`src/rtl/txc_pkg.sv`:
```
package txc_pkg;
  // Strobes from the bus decoder to the register datapath
  typedef struct packed {
    logic wrFlag;   // write to flag word
    logic wrEn;     // write to enable word
    logic rdFlag;   // plain read of flag word
    logic rdEn;     // read of enable word
    logic rdOnes;   // read-modify-write read of flag word
    logic rdAny;    // any read, loads read data register
  } txcStrobes_t;
endpackage

```
`src/rtl/txc_reg_ctrl.sv`:
```
module txc_reg_ctrl
  import txc_pkg::*;
#(
  parameter int ADDR_W = 2
) (
  input  logic [ADDR_W-1:0] busAddr,
  input  logic              busWe,
  input  logic              busRe,
  input  logic              busRmw,
  output txcStrobes_t       strb
);
  localparam logic [ADDR_W-1:0] FLAG_ADDR = ADDR_W'(0);
  localparam logic [ADDR_W-1:0] EN_ADDR   = ADDR_W'(1);

  logic flagSel;
  logic enSel;

  always_comb begin
    flagSel     = (busAddr == FLAG_ADDR);
    enSel       = (busAddr == EN_ADDR);
    strb.wrFlag = busWe & flagSel;
    strb.wrEn   = busWe & enSel;
    strb.rdOnes = busRe & busRmw & flagSel;
    strb.rdFlag = busRe & ~busRmw & flagSel;
    strb.rdEn   = busRe & enSel;
    strb.rdAny  = busRe;
  end
endmodule

```
`src/rtl/txc_reg_datapath.sv`:
```
module txc_reg_datapath
  import txc_pkg::*;
#(
  parameter int NUM_BUF = 16,
  parameter int LANE_W  = 8
) (
  input  logic                        clk,
  input  logic                        rst,
  input  txcStrobes_t                 strb,
  input  logic [NUM_BUF-1:0]          txDone,
  input  logic [NUM_BUF-1:0]          txReq,
  input  logic [NUM_BUF/LANE_W-1:0]   busBe,
  input  logic [NUM_BUF-1:0]          busWdata,
  output logic [NUM_BUF-1:0]          flagQ,
  output logic [NUM_BUF-1:0]          enQ,
  output logic [NUM_BUF-1:0]          busRdata,
  output logic                        irq
);
  localparam int NUM_LANES = NUM_BUF / LANE_W;

  logic [NUM_BUF-1:0] laneMask;
  logic [NUM_BUF-1:0] swClr;

  for (genvar l = 0; l < NUM_LANES; l++) begin : g_lane
    assign laneMask[l*LANE_W +: LANE_W] = {LANE_W{busBe[l]}};

    always_ff @(posedge clk) begin
      if (rst)
        enQ[l*LANE_W +: LANE_W] <= '0;
      else if (strb.wrEn && busBe[l])
        enQ[l*LANE_W +: LANE_W] <= busWdata[l*LANE_W +: LANE_W];
    end
  end

  // Written zero in an enabled lane clears; written one is ignored
  assign swClr = {NUM_BUF{strb.wrFlag}} & laneMask & ~busWdata;

  for (genvar i = 0; i < NUM_BUF; i++) begin : g_flag
    always_ff @(posedge clk) begin
      if (rst)
        flagQ[i] <= 1'b0;
      else if (txDone[i])
        flagQ[i] <= 1'b1;            // completion beats any clear
      else if (txReq[i] || swClr[i])
        flagQ[i] <= 1'b0;
    end
  end

  always_ff @(posedge clk) begin
    if (rst)
      busRdata <= '0;
    else if (strb.rdAny) begin
      if (strb.rdOnes)
        busRdata <= '1;
      else if (strb.rdFlag)
        busRdata <= flagQ;
      else if (strb.rdEn)
        busRdata <= enQ;
      else
        busRdata <= '0;
    end
  end

  assign irq = |(flagQ & enQ);
endmodule

```
`src/rtl/txc_flag_reg.sv`:
```
module txc_flag_reg
  import txc_pkg::*;
#(
  parameter int NUM_BUF = 16,
  parameter int LANE_W  = 8,
  parameter int ADDR_W  = 2
) (
  input  logic                      clk,
  input  logic                      rst,
  input  logic [NUM_BUF-1:0]        txDone,
  input  logic [NUM_BUF-1:0]        txReq,
  input  logic [ADDR_W-1:0]         busAddr,
  input  logic                      busWe,
  input  logic [NUM_BUF/LANE_W-1:0] busBe,
  input  logic [NUM_BUF-1:0]        busWdata,
  input  logic                      busRe,
  input  logic                      busRmw,
  output logic [NUM_BUF-1:0]        busRdata,
  output logic                      irq
);
  txcStrobes_t        strb;
  logic [NUM_BUF-1:0] flagVec;
  logic [NUM_BUF-1:0] enVec;

  txc_reg_ctrl #(.ADDR_W(ADDR_W)) u_ctrl (
    .busAddr (busAddr),
    .busWe   (busWe),
    .busRe   (busRe),
    .busRmw  (busRmw),
    .strb    (strb)
  );

  txc_reg_datapath #(.NUM_BUF(NUM_BUF), .LANE_W(LANE_W)) u_dp (
    .clk      (clk),
    .rst      (rst),
    .strb     (strb),
    .txDone   (txDone),
    .txReq    (txReq),
    .busBe    (busBe),
    .busWdata (busWdata),
    .flagQ    (flagVec),
    .enQ      (enVec),
    .busRdata (busRdata),
    .irq      (irq)
  );
endmodule

```
`config.mk`:
```
export PLATFORM = sky130hd
export DESIGN_NAME = txc_flag_reg
export DESIGN_NICKNAME = d
export VERILOG_FILES = /design/src/rtl/txc_pkg.sv /design/src/rtl/txc_reg_ctrl.sv /design/src/rtl/txc_reg_datapath.sv /design/src/rtl/txc_flag_reg.sv
export SDC_FILE = /design/constraint.sdc
export NUM_CORES = 1
export LEC_CHECK = 0
export ABC_AREA = 1
export BUFFER_PORTS_ARGS = -buffer_cell sky130_fd_sc_hd__buf_2
export CAP_MARGIN = 20
export CORE_MARGIN = 5
export CORE_UTILIZATION = 46
export DETAILED_ROUTE_END_ITERATION = 16
export PLACE_DENSITY = 0.87
export SLEW_MARGIN = 20
export SYNTH_ARGS = -nofsm -noshare
export SYNTH_HDL_FRONTEND = slang
export SYNTH_SLANG_ARGS = --single-unit
```
`constraint.sdc`:
```
create_clock -name clk -period 0.85 [get_ports clk]
set_input_delay 0.0425 -clock clk [delete_from_list [all_inputs] [get_ports clk]]
set_output_delay 0.0425 -clock clk [all_outputs]
set_load 0.01 [all_outputs]
```
======== Word-level counts from Yosys, hierarchy flattened ========
Cells that the tools add are included.
operators by class
  bitwise gates (word level) .............. 12
  equal/unequal tests ..................... 1
  multiplexer cells ....................... 35
  reductions and logical operators ........ 36
operators with widths
  cell                                                  number
  AND 16 bit                                            3
  two-way mux 16 bit                                    3
  two-way mux 1 bit                                     32
  nonzero test 2 bit                                    16
  logical OR 1 bit                                      16
  NOT 16 bit                                            1
  OR reduction 16 bit                                   1
  AND 1 bit                                             7
  equality test 2 x 1 -> 1 bit (second input constant)  1
  logical AND 1 bit                                     2
  logical NOT 2 bit                                     1
  NOT 1 bit                                             1
word-level totals
  logic and storage cells ................. 103
  bits in registers ....................... 48

======== Logic depth before layout (Yosys ltp) ========
Gate-level depths: netlist of the first run.
  depth in word-level cells ............... 7
  mapped depth ............................ 7

======== Modules after synthesis ========
From an unflattened synthesis of the first run, not the netlist that was laid out.
unflattened totals
  cell total of the unflattened synthesis .. 312
  area, all modules ....................... 2165.8 um^2
modules (own cells, without submodules)
  module            cells each  instances  seq. area each (um^2)  area each (um^2)
  txc_reg_datapath  297         1          960.9                  2103.3
  txc_reg_ctrl      15          1          0.0                    62.6

======== Worst setup path before layout of the first run ========
No wires, ideal clock.
  path type ............................... input -> register
  from .................................... input port busWe
  to ...................................... register u_dp.flagQ[0]
  slack ................................... 0.027 ns
  stages .................................. 5
  data required time ...................... 0.718 ns
  data arrival time ....................... 0.690 ns
  cell sequence ........................... buf_2 buf_1 nand4_1 nand2_1 a21oi_1
on the way
  word-level cells in the longest chain between the ends .. 5
RTL lines
  item                           line                    RTL
  start, declared                txc_flag_reg.sv:13      input logic busWe,
  AND 1 bit                      txc_reg_ctrl.sv:21      strb.wrFlag = busWe & flagSel;
  AND 16 bit (2 in a row)        txc_reg_datapath.sv:36  assign swClr = {NUM_BUF{strb.wrFlag}} & laneMask & ~busWdata;
  logical OR 1 bit               txc_reg_datapath.sv:44  else if (txReq[i] || swClr[i])
  nonzero test 2 bit (no line)   -
  end signal, assigned by index  txc_reg_datapath.sv:41  flagQ[i] <= 1'b0;
  end signal, assigned by index  txc_reg_datapath.sv:43  flagQ[i] <= 1'b1;
  end signal, assigned by index  txc_reg_datapath.sv:45  flagQ[i] <= 1'b0;
  end, declared                  txc_reg_datapath.sv:14  output logic [NUM_BUF-1:0] flagQ,
No other way between the ends.
A chain may end at the register's enable or synchronous reset.

======== Worst setup path after layout of the first run ========
  from .................................... register u_dp.enQ[9]
  to ...................................... output port irq
on the way
  word-level cells in the longest chain between the ends .. 2
RTL lines
  item                             line                    RTL
  start, declared                  txc_reg_datapath.sv:15  output logic [NUM_BUF-1:0] enQ,
  start signal, assigned by index  txc_reg_datapath.sv:31  enQ[l*LANE_W +: LANE_W] <= busWdata[l*LANE_W +: LANE_W];
  AND 16 bit                       txc_reg_datapath.sv:64  assign irq = |(flagQ & enQ);
  OR reduction 16 bit              txc_reg_datapath.sv:64
  end, declared                    txc_flag_reg.sv:19      output logic irq
No other way between the ends.

==> flow_summary.toml, run 1 <==
[run_status]
status = "finished, violations left"
violations = "hold timing, setup timing"

[route]
drtAntennaViolNets = 0
vias = 2760
avgViaCountPerCell = 5.10
wl_per_cell_um = 13.6
first_pass_iters = 4
drtIter0Drc = 219
drt_wl_total_um = 7360
drc = 0

[clock_tree]
clock-sinks = 48
tritoncts = "yes"
clockRootBuffer = "clkbuf_8"
path_clk_slew_ps = 90
cts_made_buffers = 5
insertion_delay_ps = 300
clockBufferDepth = 2
cts_max_level = 2

[logic_synthesis]
synth_top_area_share_pct = 40.0
synth_nets = 413
syn_inst = 356
yosysTopAreaCell = "dfxtp_1"
synth_commonest_cells = "62 x nand2_1, 56 x inv_1, 48 x dfxtp_1, 48 x nor2_1, 35 x nand4_1"
synthFlopType = "dfxtp_1"
synth-seq-cells = 48
syn_area_um2 = 2400
syn-mean-instance-area_um2 = 6.75
synthTopCellsByArea = "dfxtp_1 40%, nand2_1 9.7%, nand4_1 9.1%"
synthDistinctLibCells = 18
synth_edf_count = 0
synthArstFlopShare_pct = 0
ys_seq_area_share_pct = 40.0
synth.most_common_cell = "nand2_1"
yosysWarnings = 0

[global_routing]
grt_first_pass_wirelength_um = 11700
grt_max_degree = 23
grt-ovfl-total = 0
grt.total_usage_pct = 22.1
antenna_found_initial = 0
grt_pass1_vias = 2659

[finish]
drive_gt1_share_pct = 31.6
fin_util_pct = 68.8
final_cells = 541
area_delta_synth_final_pct = 45.3
n_antenna_cell = 0
nNetsFinal = 527

[min_path]
hold_path.class = "input port to register"
hold-path-cell-count = 4

[timing]
slew_headroom_pct = 76.6
fmax_mhz = 816
min_period_ps = 1220
setup_violations = 2
timing.final.crit_share_pct = 144
rsz0062_at_grt = "yes"
worst_pin_slew_ps = 352
clock_skew_ps = 4.43
setup_tns_ps = -390
finalWorstSetupSlack_ps = -375
whs_ps = -0.432
drv_slew = 0
hold_violations = 2

[worst_setup_path]
cp-end-kind = "output pin"
critPathRequiredTime_ps = 810
max_stage_delay_ps = 330
criticalPathCategory = "register to output pin"
path_depth = 5
crit_family = "simple AND/OR/NAND/NOR gates"
crit_slowest_cell = "dfxtp_2"
cpMostUsedCell = "nand2_1"
path_buf_inv = 1
critical_path_arrival_ps = 1180
cp_cell_sequence = "nand2_1 > nand4_1 > nor2_2 > nand2_1 > buf_2"
critical_path.max_fanout = 2
worstSetupStartpointType = "register"
worstRegToRegCells = 5

[die]
die_w_um = 82.3
start_util_pct = 47.3
core_um2 = 5070
die_y_um = 82.3
die_area_um2 = 6770
rows = 26
io_pins = 74

[power]
power_mw = 5.03
ir_worst_vdd_v = 0.000656
powerDensity_nw_per_um2 = 1440
leakagePower_nw = 1.66

[placed_design]
place.gp.congestion = 0.876
io_buffers = 73
dp_cells = 503
hpwl_um = 4820

[flow_run]
maxCapViolCount = 0
-- final cells by class --
type                    instances  area (µm²)
well taps                      70        87.6
repair buffers                130         941
flip-flops and latches         48         986
inverters                      57         214
clock buffers                   6        72.6
multi-input cells             228        1150
fillers                       413        1580
clock inverters                 2        35.0
-- flip-flops by register name, summed over array words and instances, names as in the netlist --
signal	cells
u_dp.enQ	16
u_dp.flagQ	16
u_dp.busRdata	16
-- worst reg2reg max path: stages (launching register included) --
cell	delay [ps]
dfxtp_2	340
buf_6	120
nand3_4	60
nand3_2	70
nor2_1	110
nor2_1	50
-- cell families (layout without fill, tap and decap cells) --
kind of cell,Yosys count,count (layout),synth area share (%)
AND/OR/NAND/NOR,171,171,33.3
AO/OA/AOI/OAI,57,57,12.1
buffers and inverters,80,195,14.5
flip-flops,48,48,40.0
-- layout by cell type (no fill, tap or decap), drive strengths merged --
| cell type | instances |
|---|---|
| nand4 | 35 |
| dlygate4sd3 | 27 |
| dfxtp | 48 |
| bufinv | 1 |
| a21oi | 31 |
| nor2 | 50 |
| a31oi | 5 |
| clkinv | 1 |
| nand2 | 62 |
| inv | 57 |
| o21ai | 21 |
| buf | 103 |
| clkbuf | 6 |
| nand3 | 24 |
-- per-layer routing --
| metal | global-route usage, % | vias to the layer above | part of all wire, % |
|---|---|---|---|
| li1 | - | 1379 | - |
| met5 | 0 | - | 0 |
| met1 | 27.0 | 1254 | 41 |
| met2 | 39.1 | 116 | 50 |
| met3 | 4.01 | 11 | 7.2 |
| met4 | 6.64 | 0 | 1.7 |
-- worst paths after layout --
kind	start	end	slack (ps)
hold / removal	txReq[6]	u_dp.flagQ[6]	-0.4
setup reg to reg	u_dp.enQ[15]	u_dp.busRdata[15]	-20
setup / recovery	u_dp.enQ[9]	irq	-370
hold reg to reg	u_dp.enQ[7]	u_dp.enQ[7]	480
-- metrics by stage --
| step | worst slack [ps] | area [µm²] |
|---|---|---|
| floorplan | 27.5 | 2400 |
| detailed placement | -90.0 | 2990 |
| global route | -432 | 3490 |
| finish | -375 | 3490 |
| global placement | -37.0 | 2990 |
| CTS | -379 | 3410 |
-- power by group --
group          internal, mW  leakage [nW]  switching, mW
clock                 0.874        0.0552          0.767
combinational         0.452          1.20          0.493
sequential             2.37         0.403         0.0720
-- timing repair --
action / CTS / global route
pin swaps: 8 / 19
buffers inserted: 0 / 4
cloned: 0 / 0
setup endpoints to repair: 5 / 17
hold buffers: 27 / 0
endpoints found under the hold margin: 16 / 0
gates resized for setup: 17 / 28
No activity file was read; power rests on OpenSTA's default activity.
==> inputs of run 2 (changes only) <==
- CORE_UTILIZATION: 46 -> 35
- PLACE_DENSITY: 0.87 -> 0.71
==> run 2 against run 1 <==
The flow finishes with violations (setup timing). Critical path depth stayed put. Total power grew 4.4%. Cell area rose by 5.9%. Register-to-register slack improved by 20 ps. Routed wire length decreased by 1.3%. Largest power group unchanged. Largest cell class unchanged. Worst hold slack better by 11 ps. Sequential share of layout area fell by 1.5 points.
==> flow_summary.toml, run 2 (synthesis results as in run 1) <==
[timing]
whs_ps = 10.3
min_period_ps = 1200
rsz0062_at_grt = "yes"
slew_headroom_pct = 81.5
clock_skew_ps = 9.17
worst_pin_slew_ps = 278
setup_violations = 1
hold_violations = 0
fmax_mhz = 835
setup_tns_ps = -348
drv_slew = 0
timing.final.crit_share_pct = 141
finalWorstSetupSlack_ps = -348

[global_routing]
grt_first_pass_wirelength_um = 11900
grt-ovfl-total = 0
antenna_found_initial = 0
grt_max_degree = 21
grt_pass1_vias = 2628
grt.total_usage_pct = 17.2

[route]
avgViaCountPerCell = 4.75
drtAntennaViolNets = 0
drtIter0Drc = 115
drt_wl_total_um = 7270
drc = 0
vias = 2692
first_pass_iters = 4
wl_per_cell_um = 12.8

[worst_setup_path]
cp-startpoint = "u_dp.enQ[11]"
cpMostUsedCell = "nand2_1"
critPathRequiredTime_ps = 810
worstSetupStartpointType = "register"
cp_cell_sequence = "nand2_1 > nand4_1 > nor2_2 > nand2_1 > buf_2"
critical_path_arrival_ps = 1160
r2r-start = "u_dp.enQ[15]"
max_stage_delay_ps = 320
cp-end-kind = "output pin"
crit_slowest_cell = "dfxtp_1"
critical_path.max_fanout = 2
criticalPathCategory = "register to output pin"

[power]
powerDensity_nw_per_um2 = 1420
leakagePower_nw = 1.75
power_mw = 5.25
ir_worst_vdd_v = 0.000701

[run_status]
violations = "setup timing"
status = "finished, violations left"

[min_path]
holdCritStartpoint = "txReq[8]"
hold_path.class = "input port to register"

[finish]
drive_gt1_share_pct = 35.7
biggestRegsByFlops = "u_dp.busRdata (16), u_dp.enQ (16), u_dp.flagQ (16)"
n_fill_cell = 648
n_antenna_cell = 0
nNetsFinal = 543
mostFrequentLayoutCells = "73 x buf_2, 59 x nand2_1, 51 x inv_1"
area_delta_synth_final_pct = 54.0
layout_commonest_cell = "buf_2"

[clock_tree]
clock-sinks = 48
cts_made_buffers = 5
path_clk_slew_ps = 80
tritoncts = "yes"
clockRootBuffer = "clkbuf_8"
clockBufferDepth = 2
insertion_delay_ps = 300
cts_max_level = 2

[die]
rows = 30
die_y_um = 92.8
core_um2 = 6720
io_pins = 74
die_area_um2 = 8620
start_util_pct = 35.8
die_w_um = 92.8

[placed_design]
place.gp.congestion = 0.832
hpwl_um = 5320
io_buffers = 73

[flow_run]
maxCapViolCount = 0
-- run 2: changes by cell type in the layout (fill, tap and decap cells not counted), sizes merged --
cell,previous run,this run
buf,103,114
clkbuf,6,7
clkinv,1,0
dlygate4sd3,27,32
-- run 2: stage by stage --
| step | utilization [%] | setup WS (ps) | instance area (µm²) | instances |
|---|---|---|---|---|
| final | 55.0 | -348 | 3700 | 567 |
| after global routing | 55.0 | -436 | 3700 | 567 |
| after detailed placement | 46.0 | -86.2 | 3090 | 524 |
| after CTS | 53.1 | -365 | 3560 | 564 |
| after floorplan | - | 27.5 | 2400 | 356 |
| after global placement | 46.0 | -63.3 | 3090 | 524 |
-- run 2: path summary, 6_finish.rpt --
path / endpoint / slack, ps / cells after the start
max reg2reg: u_dp.busRdata[15] / 0 / 5
max: irq / -350 / 5
min reg2reg: u_dp.busRdata[8] / 490 / 2
min: u_dp.flagQ[8] / 10 / 4
-- run 2: final cells by class --
cell class                      instances  area, µm²  area share, %
Timing Repair Buffer                  146       1090           29.6
Inverter                               57        216           5.85
Sequential cell                        48        990           26.8
Clock buffer                            7       96.3           2.60
Clock inverter                          1       30.0          0.812
Multi-Input combinational cell        228       1170           31.7
Tap cell                               80        100           2.71
-- run 2: per-layer routing --
| layer | global-route usage [%] | routed length [µm] | vias up |
|---|---|---|---|
| li1 | - | - | 1408 |
| met1 | 21.3 | 3080 | 1211 |
| met2 | 30.7 | 3740 | 71 |
| met3 | 3.74 | 418 | 2 |
| met4 | 3.30 | 25 | 0 |
| met5 | 0 | 0 | - |
-- run 2: where the power goes --
group	switching [mW]	leakage, nW	internal (mW)
Sequential	0.0644	0.403	2.37
Clock	0.744	0.0645	1.04
Combinational	0.514	1.28	0.514
Total	1.32	1.75	3.93
-- run 2: what timing repair did --
item / 4_1_cts / 5_1_grt
hold buffers: 31 / 1
setup buffers: 1 / 3
pin swaps: 10 / 22
endpoints found under the setup margin: 4 / 20
gates resized for setup: 16 / 47
endpoints found under the hold margin: 16 / 1
-- run 2: worst max-delay path: cells and delay by family (launching register included) --
kind	cells	cell delay [ps]
DFF	1	320
and+or+nand+nor	4	400
buffers and inverters	1	140
